$ cat src/rtl/fp_minmax_nan.sv
module fp_minmax_nan #(
  parameter int WIDTH = 32
) (
  input  logic             op_is_max,
  input  logic [WIDTH-1:0] src_a,
  input  logic [WIDTH-1:0] src_b,
  output logic [WIDTH-1:0] result,
  output logic             invalid
);
  localparam int EXP_W  = (WIDTH == 16) ? 5 : (WIDTH == 32) ? 8 : 11;
  localparam int FRAC_W = WIDTH - 1 - EXP_W;
  localparam logic [WIDTH-1:0] CANON_NAN =
    {1'b0, {EXP_W{1'b1}}, 1'b1, {(FRAC_W-1){1'b0}}};

  if (WIDTH != 16 && WIDTH != 32 && WIDTH != 64) begin : g_bad_width
    $error("fp_minmax_nan: WIDTH must be 16, 32 or 64");
  end

  logic             sgn_a, sgn_b;
  logic [WIDTH-2:0] mag_a, mag_b;
  logic             nan_a, nan_b, snan_a, snan_b;
  logic             zeros, equal, a_below, b_below, take_a;

  assign sgn_a = src_a[WIDTH-1];
  assign sgn_b = src_b[WIDTH-1];
  assign mag_a = src_a[WIDTH-2:0];
  assign mag_b = src_b[WIDTH-2:0];

  assign nan_a  = (&src_a[WIDTH-2 -: EXP_W]) && (|src_a[FRAC_W-1:0]);
  assign nan_b  = (&src_b[WIDTH-2 -: EXP_W]) && (|src_b[FRAC_W-1:0]);
  assign snan_a = nan_a && !src_a[FRAC_W-1];
  assign snan_b = nan_b && !src_b[FRAC_W-1];

  assign zeros = (mag_a == '0) && (mag_b == '0);
  assign equal = zeros || (src_a == src_b);

  always_comb begin
    a_below = 1'b0;
    b_below = 1'b0;
    if (!zeros) begin
      unique case ({sgn_a, sgn_b})
        2'b10: a_below = 1'b1;
        2'b01: b_below = 1'b1;
        2'b00: begin
          a_below = mag_a < mag_b;
          b_below = mag_b < mag_a;
        end
        default: begin
          a_below = mag_a > mag_b;
          b_below = mag_b > mag_a;
        end
      endcase
    end
  end

  assign take_a = op_is_max ? (b_below || (equal && sgn_b))
                            : (a_below || (equal && sgn_a));

  assign result  = (nan_a || nan_b) ? CANON_NAN : (take_a ? src_a : src_b);
  assign invalid = snan_a || snan_b;
endmodule

$ cat config.mk
export PLATFORM = sky130hd
export DESIGN_NAME = fp_minmax_nan
export DESIGN_NICKNAME = d
export VERILOG_FILES = /design/src/rtl/fp_minmax_nan.sv
export SDC_FILE = /design/constraint.sdc
export NUM_CORES = 1
export LEC_CHECK = 0
export BUFFER_PORTS_ARGS = -buffer_cell sky130_fd_sc_hd__buf_2
export CAP_MARGIN = 10
export CELL_PAD_IN_SITES_DETAIL_PLACEMENT = 0
export CELL_PAD_IN_SITES_GLOBAL_PLACEMENT = 2
export CORE_MARGIN = 3
export CORE_UTILIZATION = 21
export DETAILED_ROUTE_END_ITERATION = 10
export GPL_ROUTABILITY_DRIVEN = 0
export PLACE_DENSITY_LB_ADDON = 0.3
export SETUP_SLACK_MARGIN = 0.02
export SLEW_MARGIN = 15
export SYNTH_ARGS = -nofsm -noshare
export SYNTH_HDL_FRONTEND = slang
export SYNTH_SLANG_ARGS = --single-unit
$ cat constraint.sdc
create_clock -name vclk -period 3.6
set_clock_uncertainty 0.2 [all_clocks]
set_input_delay 0.72 -clock vclk [all_inputs]
set_output_delay 0.72 -clock vclk [all_outputs]
set_load 0.03 [all_outputs]
[Word level (Yosys, flattened, before mapping)]
Cells that the tools add are included.
Storage, ports and cells
  flip-flop bits (word level): 0
  input port bits: 65
  output and inout port bits: 33
  word-level logic and storage cells: 35
Operators by class
  $lt $le $gt $ge: 4
  equality and inequality tests: 3
  multiplexer cells: 7
  reduce and logical (&&, ||, !) cells: 21
Operator list (number)
  2-to-1 mux 32 bit: 2
  greater-than comparator 31 bit: 2
  zero test 31 bit: 2
  less-than comparator 31 bit: 2
  OR reduction 23 bit: 2
  equality test 32 bit: 1
  AND reduction 8 bit: 2
  logical AND 1 bit: 7
  case mux 1 bit (3 select lines): 2
  logical OR 1 bit: 5
  2-to-1 mux 1 bit: 3
  equality test 2 x 1 -> 1 bit (second input constant): 1
  equality test 2 bit (second input constant): 1
  zero test 1 bit: 2
  zero test 2 bit: 1

[Longest topological paths before layout]
Gate-level depths: netlist (run 1).
  depth in word-level cells: 8
  mapped depth: 11
  depth with buffers taken out: 10

[Least setup slack after synthesis (run 1)]
Ideal clock, no wire load.
  path kind: input-to-output
  start: input port src_a[2]
  end: output port result[0]
  data arrival time: 3.289 ns
  data required time: 2.680 ns
  slack: -0.609 ns
  cell stages on the path: 10
  buffers on the path: 0
  cell sequence: inv_1 ha_1 a21oi_1 a21oi_1 o31a_1 o41ai_4 a21oi_2 a311oi_4 nor2_4 o21ai_0
Between the ends
  longest elaborated chain between the ends: 8
  elaborated cells on any way between the ends: 22
  classes of those cells: order compare: 4; eq/ne: 1; mux: 7; reduce/logical: 10
RTL lines
  start, declared: line 5  | input logic [WIDTH-1:0] src_a,
  branches (longest 7 deep; another with greater-than comparator 31 bit)
  2-to-1 mux 32 bit (*): line 59  | assign result = (nan_a || nan_b) ? CANON_NAN : (take_a ? src_a : src_b);
  end, declared: line 7  | output logic [WIDTH-1:0] result,
Every way passes the cells marked *.

[Worst setup path in the final report (run 1)]
  start: input port src_a[30]
  end: output port result[24]
Same word-level chain as after synthesis.

==> results.toml, run 1 <==
[power_and_ir_drop]
power_leakage_nw = 1.96
power_density_mw_per_mm2 = 174
ir_drop_mv = 0.0975
totalPowerFinal_w = 0.000752

[route]
postRouteAntennaNets = 0
firstDrtPassIters = 4
wl_per_cell_um = 16.6
drc = 0
drtIter0Drc = 52
num_vias = 2769
routed_via_density = 4.98
wirelength_mm = 9.24

[global_routing]
antenna_found_initial = 0
gr-total-overflow = 0
use_met2_pct = 32.7
grt_max_degree = 31
grt_pass1_vias = 2861
met3_usage_pct = 1.13
grt_util_met1_pct = 24.6
busiest_layer = "met2"
grt_pass1_wl_mm = 14.7
track_usage_pct = 18.1

[place]
placed_cells = 550
place_area_mm2 = 0.00347
port_buffers = 98
dp_hpwl_mm = 7.12

[hold_path]
hold_depth = 4
hp-class = "input pin to output port"
hold_start = "src_a[25]"

[die]
pin_count = 98
rows = 33
die_y_um = 99.0
dieWidth_um = 99.0
core_area_mm2 = 0.00830
floorplan.initialDensity_pct = 21.9
dieArea_mm2 = 0.00980

[setup_path]
cp_cell_sequence = "buf_8, inv_4, ha_4, nand4_1, buf_4, nor3_2, a21oi_1, o211a_1, and2_4, a311oi_4, buf_6, o21ai_2, buf_4, nand3_4, buf_6"
criticalPathCategory = "input pin to output port"
crit_path_max_incr_delay_ps = 380
arrival_ps = 3190
worstPathRequired_ps = 2680
crit_path_end_kind = "output port"
worstPathMaxFanout = 8
cp-startpoint = "src_a[30]"
crit_path_top_delay_cell = "a311oi_4"
startpoint_type = "input pin"

[timing]
max-slew-margin-rel_pct = 73.2
finalSetupTns_ps = -14780
worstMarginPinSlew_ps = 400
fin_crit_ps = 4110
rsz0062_at_grt = "yes"
slew_violations = 0
finalSetupViolCount = 32
hold_viol = 0
period_share_pct = 114
timing.final.ws_setup_ps = -506
max_freq_ghz = 0.244

[synth]
ys.warnings.count = 0
synth_area_mm2 = 0.00182
synthTopCellsByArea = "ha_1, nand4_1, o21ai_2"
synthCells = 276
syn-num-nets = 374
synth_area_per_cell_um2 = 6.58
ys_types = 36
synth-seq-area-share_pct = 0
synth_top_area_share_pct = 22.7
synth_area_leader_cell = "ha_1"

[job]
max_cap_viol_count = 0

[final_layout]
finalNetCount = 551
drive_above_1_share_pct = 67.2
stdcell_count = 556
seqCellArea_um2 = 0
n_antenna_cell = 0
nFlopsAndLatches = 0
clock_buffers = 0
area_growth_pct = 138
stdcell_area_mm2 = 0.00432

[status]
violations = "negative setup slack"
status = "finished with violations"
Yosys cell counts (2+ instances only):
cell type and instances:
inv_1 36, nand4_1 36, ha_1 33, nand2_1 33, nand3_1 25, o21ai_2 20
o21ai_0 17, nor4_1 16, a21oi_1 13, clkbuf_1 9, nor2_1 5, buf_2 3
nor3_1 3, a21o_1 2, a31o_2 2, and2_1 2, buf_6 2
area by class of cell:
cell class         count  area (um^2)
well taps            105          131
repair buffers       189         1610
inverters             36          145
fillers              788         3980
multi-input cells    226         2430
path summary, 6_finish.rpt:
| path | slack [ps] | end |
|---|---|---|
| max | -510 | result[24] |
| min | 1630 | result[25] |
metrics by stage:
| stage | setup slack, ps | utilization [%] | hold slack [ps] |
|---|---|---|---|
| floorplan | -220 | - | 1410 |
| global placement | -717 | 41.8 | 1670 |
| detailed placement | -755 | 41.8 | 1670 |
| CTS | -486 | 50.7 | 1640 |
| global route | -594 | 52.1 | 1650 |
| finish | -506 | 52.1 | 1630 |
placed cells by master (no fill, tap or decap), drive strengths merged, types with 2 or more instances in the layout:
master / n
buf: 189
o21ai: 38
nand4: 36
inv: 36
nand2: 33
ha: 33
nand3: 25
nor4: 17
a21oi: 14
nor2: 6
nor3: 3
a211oi: 2
a21o: 2
a31o: 2
and2: 2
kinds of logic after synthesis:
| family | synth area share [%] |
|---|---|
| buf+inv | 11.4 |
| fa+ha+maj | 22.7 |
| simple gates | 37.1 |
| compound gates | 28.8 |
report_power, final:
group	switching, W	leakage [nW]	internal, W	total, W
logic	0.000393	1.96	0.000359	0.000752
clock network	0	0	0	0
registers	0	0	0	0
total	0.000393	1.96	0.000359	0.000752
critical path: cells and delay by family:
kind                     cells  cell delay, ps
buffers and inverters        6             820
adder cells (fa/ha/maj)      1             250
AO/OA/AOI/OAI                4             710
AND/OR/NAND/NOR              4             680
metal layers:
| metal | share of wire (%) | wire (um) |
|---|---|---|
| met3 | 4.4 | 406 |
| met1 | 46 | 4200 |
| met4 | 0.84 | 78 |
| met5 | 0 | 0 |
| met2 | 49 | 4550 |
timing repair:
action | CTS | global route
cloned | 2 | 0
resized for setup | 149 | 47
endpoints found under the hold margin | 0 | 0
endpoints found under the setup margin | 32 | 32
hold buffers | 0 | 0
pin swaps | 39 | 51
setup buffers | 11 | 4
Power figures use the tool's default switching activity.
==> run 2: changes to the inputs <==
--- a/config.mk
+++ b/config.mk
@@ -10,7 +10,7 @@
 export CELL_PAD_IN_SITES_DETAIL_PLACEMENT = 0
 export CELL_PAD_IN_SITES_GLOBAL_PLACEMENT = 2
 export CORE_MARGIN = 3
-export CORE_UTILIZATION = 21
+export CORE_UTILIZATION = 25
 export DETAILED_ROUTE_END_ITERATION = 10
 export GPL_ROUTABILITY_DRIVEN = 0
 export PLACE_DENSITY_LB_ADDON = 0.3
==> constraint.sdc (replaced) <==
create_clock -name vclk -period 4.8
set_clock_uncertainty 0.2 [all_clocks]
set_input_delay 0.96 -clock vclk [all_inputs]
set_output_delay 0.96 -clock vclk [all_outputs]
set_load 0.03 [all_outputs]
==> results.toml, run 2 (synthesis results as in run 1) <==
[final_layout]
n_antenna_cell = 0
finalNetCount = 524
drive_above_1_share_pct = 50.7
stdcell_count = 520
clock_buffers = 0
fill_cells = 731
final_common_cell = "buf_2"
area_growth_pct = 82.8
nFlopsAndLatches = 0
final_cell_mix = "buf_2, buf_4, nand4_1, nand2_1, inv_1"
seqCellArea_um2 = 0

[setup_path]
criticalPathCategory = "input pin to output port"
startpoint_type = "input pin"
worstPathRequired_ps = 3640
worstPathMaxFanout = 13
crit_path_end_kind = "output port"
arrival_ps = 3570

[timing]
fin_crit_ps = 4730
worstMarginPinSlew_ps = 405
finalSetupViolCount = 0
timing.final.ws_setup_ps = 69.4
finalSetupTns_ps = 0
slew_violations = 0
period_share_pct = 98.6
rsz0062_at_grt = "yes"
hold_viol = 0
max_freq_ghz = 0.211
max-slew-margin-rel_pct = 72.7

[die]
pin_count = 98
dieArea_mm2 = 0.00832
rows = 30
dieWidth_um = 91.2
core_area_mm2 = 0.00691
floorplan.initialDensity_pct = 26.3
die_y_um = 91.2

[route]
wirelength_met1_mm = 3.62
wirelength_mm = 8.27
wl_met2_mm = 4.31
dr.max_layer_used = "met4"
drtIter0Drc = 102
firstDrtPassIters = 5
dr_wl_met3_um = 336
drc = 0
postRouteAntennaNets = 0
routed_via_density = 5.15
wl_per_cell_um = 15.9
num_vias = 2677

[hold_path]
hp-class = "input pin to output port"
hold_start = "src_b[20]"
whs_endpoint = "result[20]"
hold_depth = 4

[cts]
holdBufCountCts = 0

[power_and_ir_drop]
power_leakage_nw = 1.66
totalPowerFinal_w = 0.000446
ir_drop_mv = 0.0782
power_density_mw_per_mm2 = 134

[global_routing]
grt_pass1_wl_mm = 12.7
gr-total-overflow = 0
track_usage_pct = 18.1
antenna_found_initial = 0
grt_pass1_vias = 2598
grt_max_degree = 29

[place]
dp_hpwl_mm = 6.33
port_buffers = 98
dp_slack_ps = -337
placed_cells = 507

[status]
status = "complete, no violations"

[job]
max_cap_viol_count = 0
## run 2: cell types whose count changed in the layout (fill, tap and decap cells not counted), moves of 7 or more
| cell | previous run | this run |
|---|---|---|
| inv_2 | 11 | 3 |
| nand3_4 | 13 | 0 |
| buf_4 | 76 | 57 |
| nand3_2 | 7 | 0 |
| buf_6 | 48 | 24 |
| inv_1 | 21 | 32 |
| buf_2 | 52 | 74 |
| o21ai_4 | 25 | 14 |
| nand3_1 | 5 | 25 |
| ha_4 | 21 | 6 |
| ha_1 | 11 | 27 |
## run 2: worst max-delay path, stage by stage
cell	delay, ps
buf_2	100
inv_1	110
ha_4	230
a21oi_2	120
a21oi_1	80
o31a_1	270
o41ai_4	440
buf_4	190
a21oi_4	50
a311o_1	380
buf_4	230
nand3_1	90
nand3_1	100
buf_2	210
## run 2: metal layers
layer	vias up	track usage (%)
met3	2	1.41
met5	-	0
li1	1340	-
met2	78	32.9
met1	1257	24.5
met4	0	0.628
## run 2: area by class of cell
class	count	area, um^2	share of cell area, %
Tap cell	96	120	3.62
Timing Repair Buffer	161	1170	35.1
Multi-Input combinational cell	227	1900	57.1
Inverter	36	138	4.15
## run 2: power breakdown
group / switching (W) / internal, W
Combinational: 0.000250 / 0.000196
Sequential: 0 / 0
Clock: 0 / 0
## run 2: how the worst max path moves through the flow
stage                     startpoint          to  slack [ps]  depth (start not counted)
after CTS                   src_b[2]  result[22]          40                         13
after global routing        src_a[2]  result[22]         -70                         14
after floorplan             src_a[2]   result[0]         110                         10
after global placement      src_b[2]   result[0]        -280                         11
final                       src_a[2]  result[22]          70                         14
after detailed placement    src_b[2]  result[31]        -340                         11
## run 2: timing repair
action | in CTS | in global routing
resized for setup | 3 | 125
pin swaps | 2 | 28
cloned | 1 | 2
buffers inserted | 4 | 7
setup endpoints to repair | 29 | 32
## run 2: through the flow
stage	cell area (um^2)	util [%]	hold WS (ps)
after floorplan	1820	-	1890
after CTS	2790	40.4	2120
after detailed placement	2740	39.7	2110
after global placement	2740	39.7	2110
final	3320	48.1	2080
after global routing	3320	48.1	2110
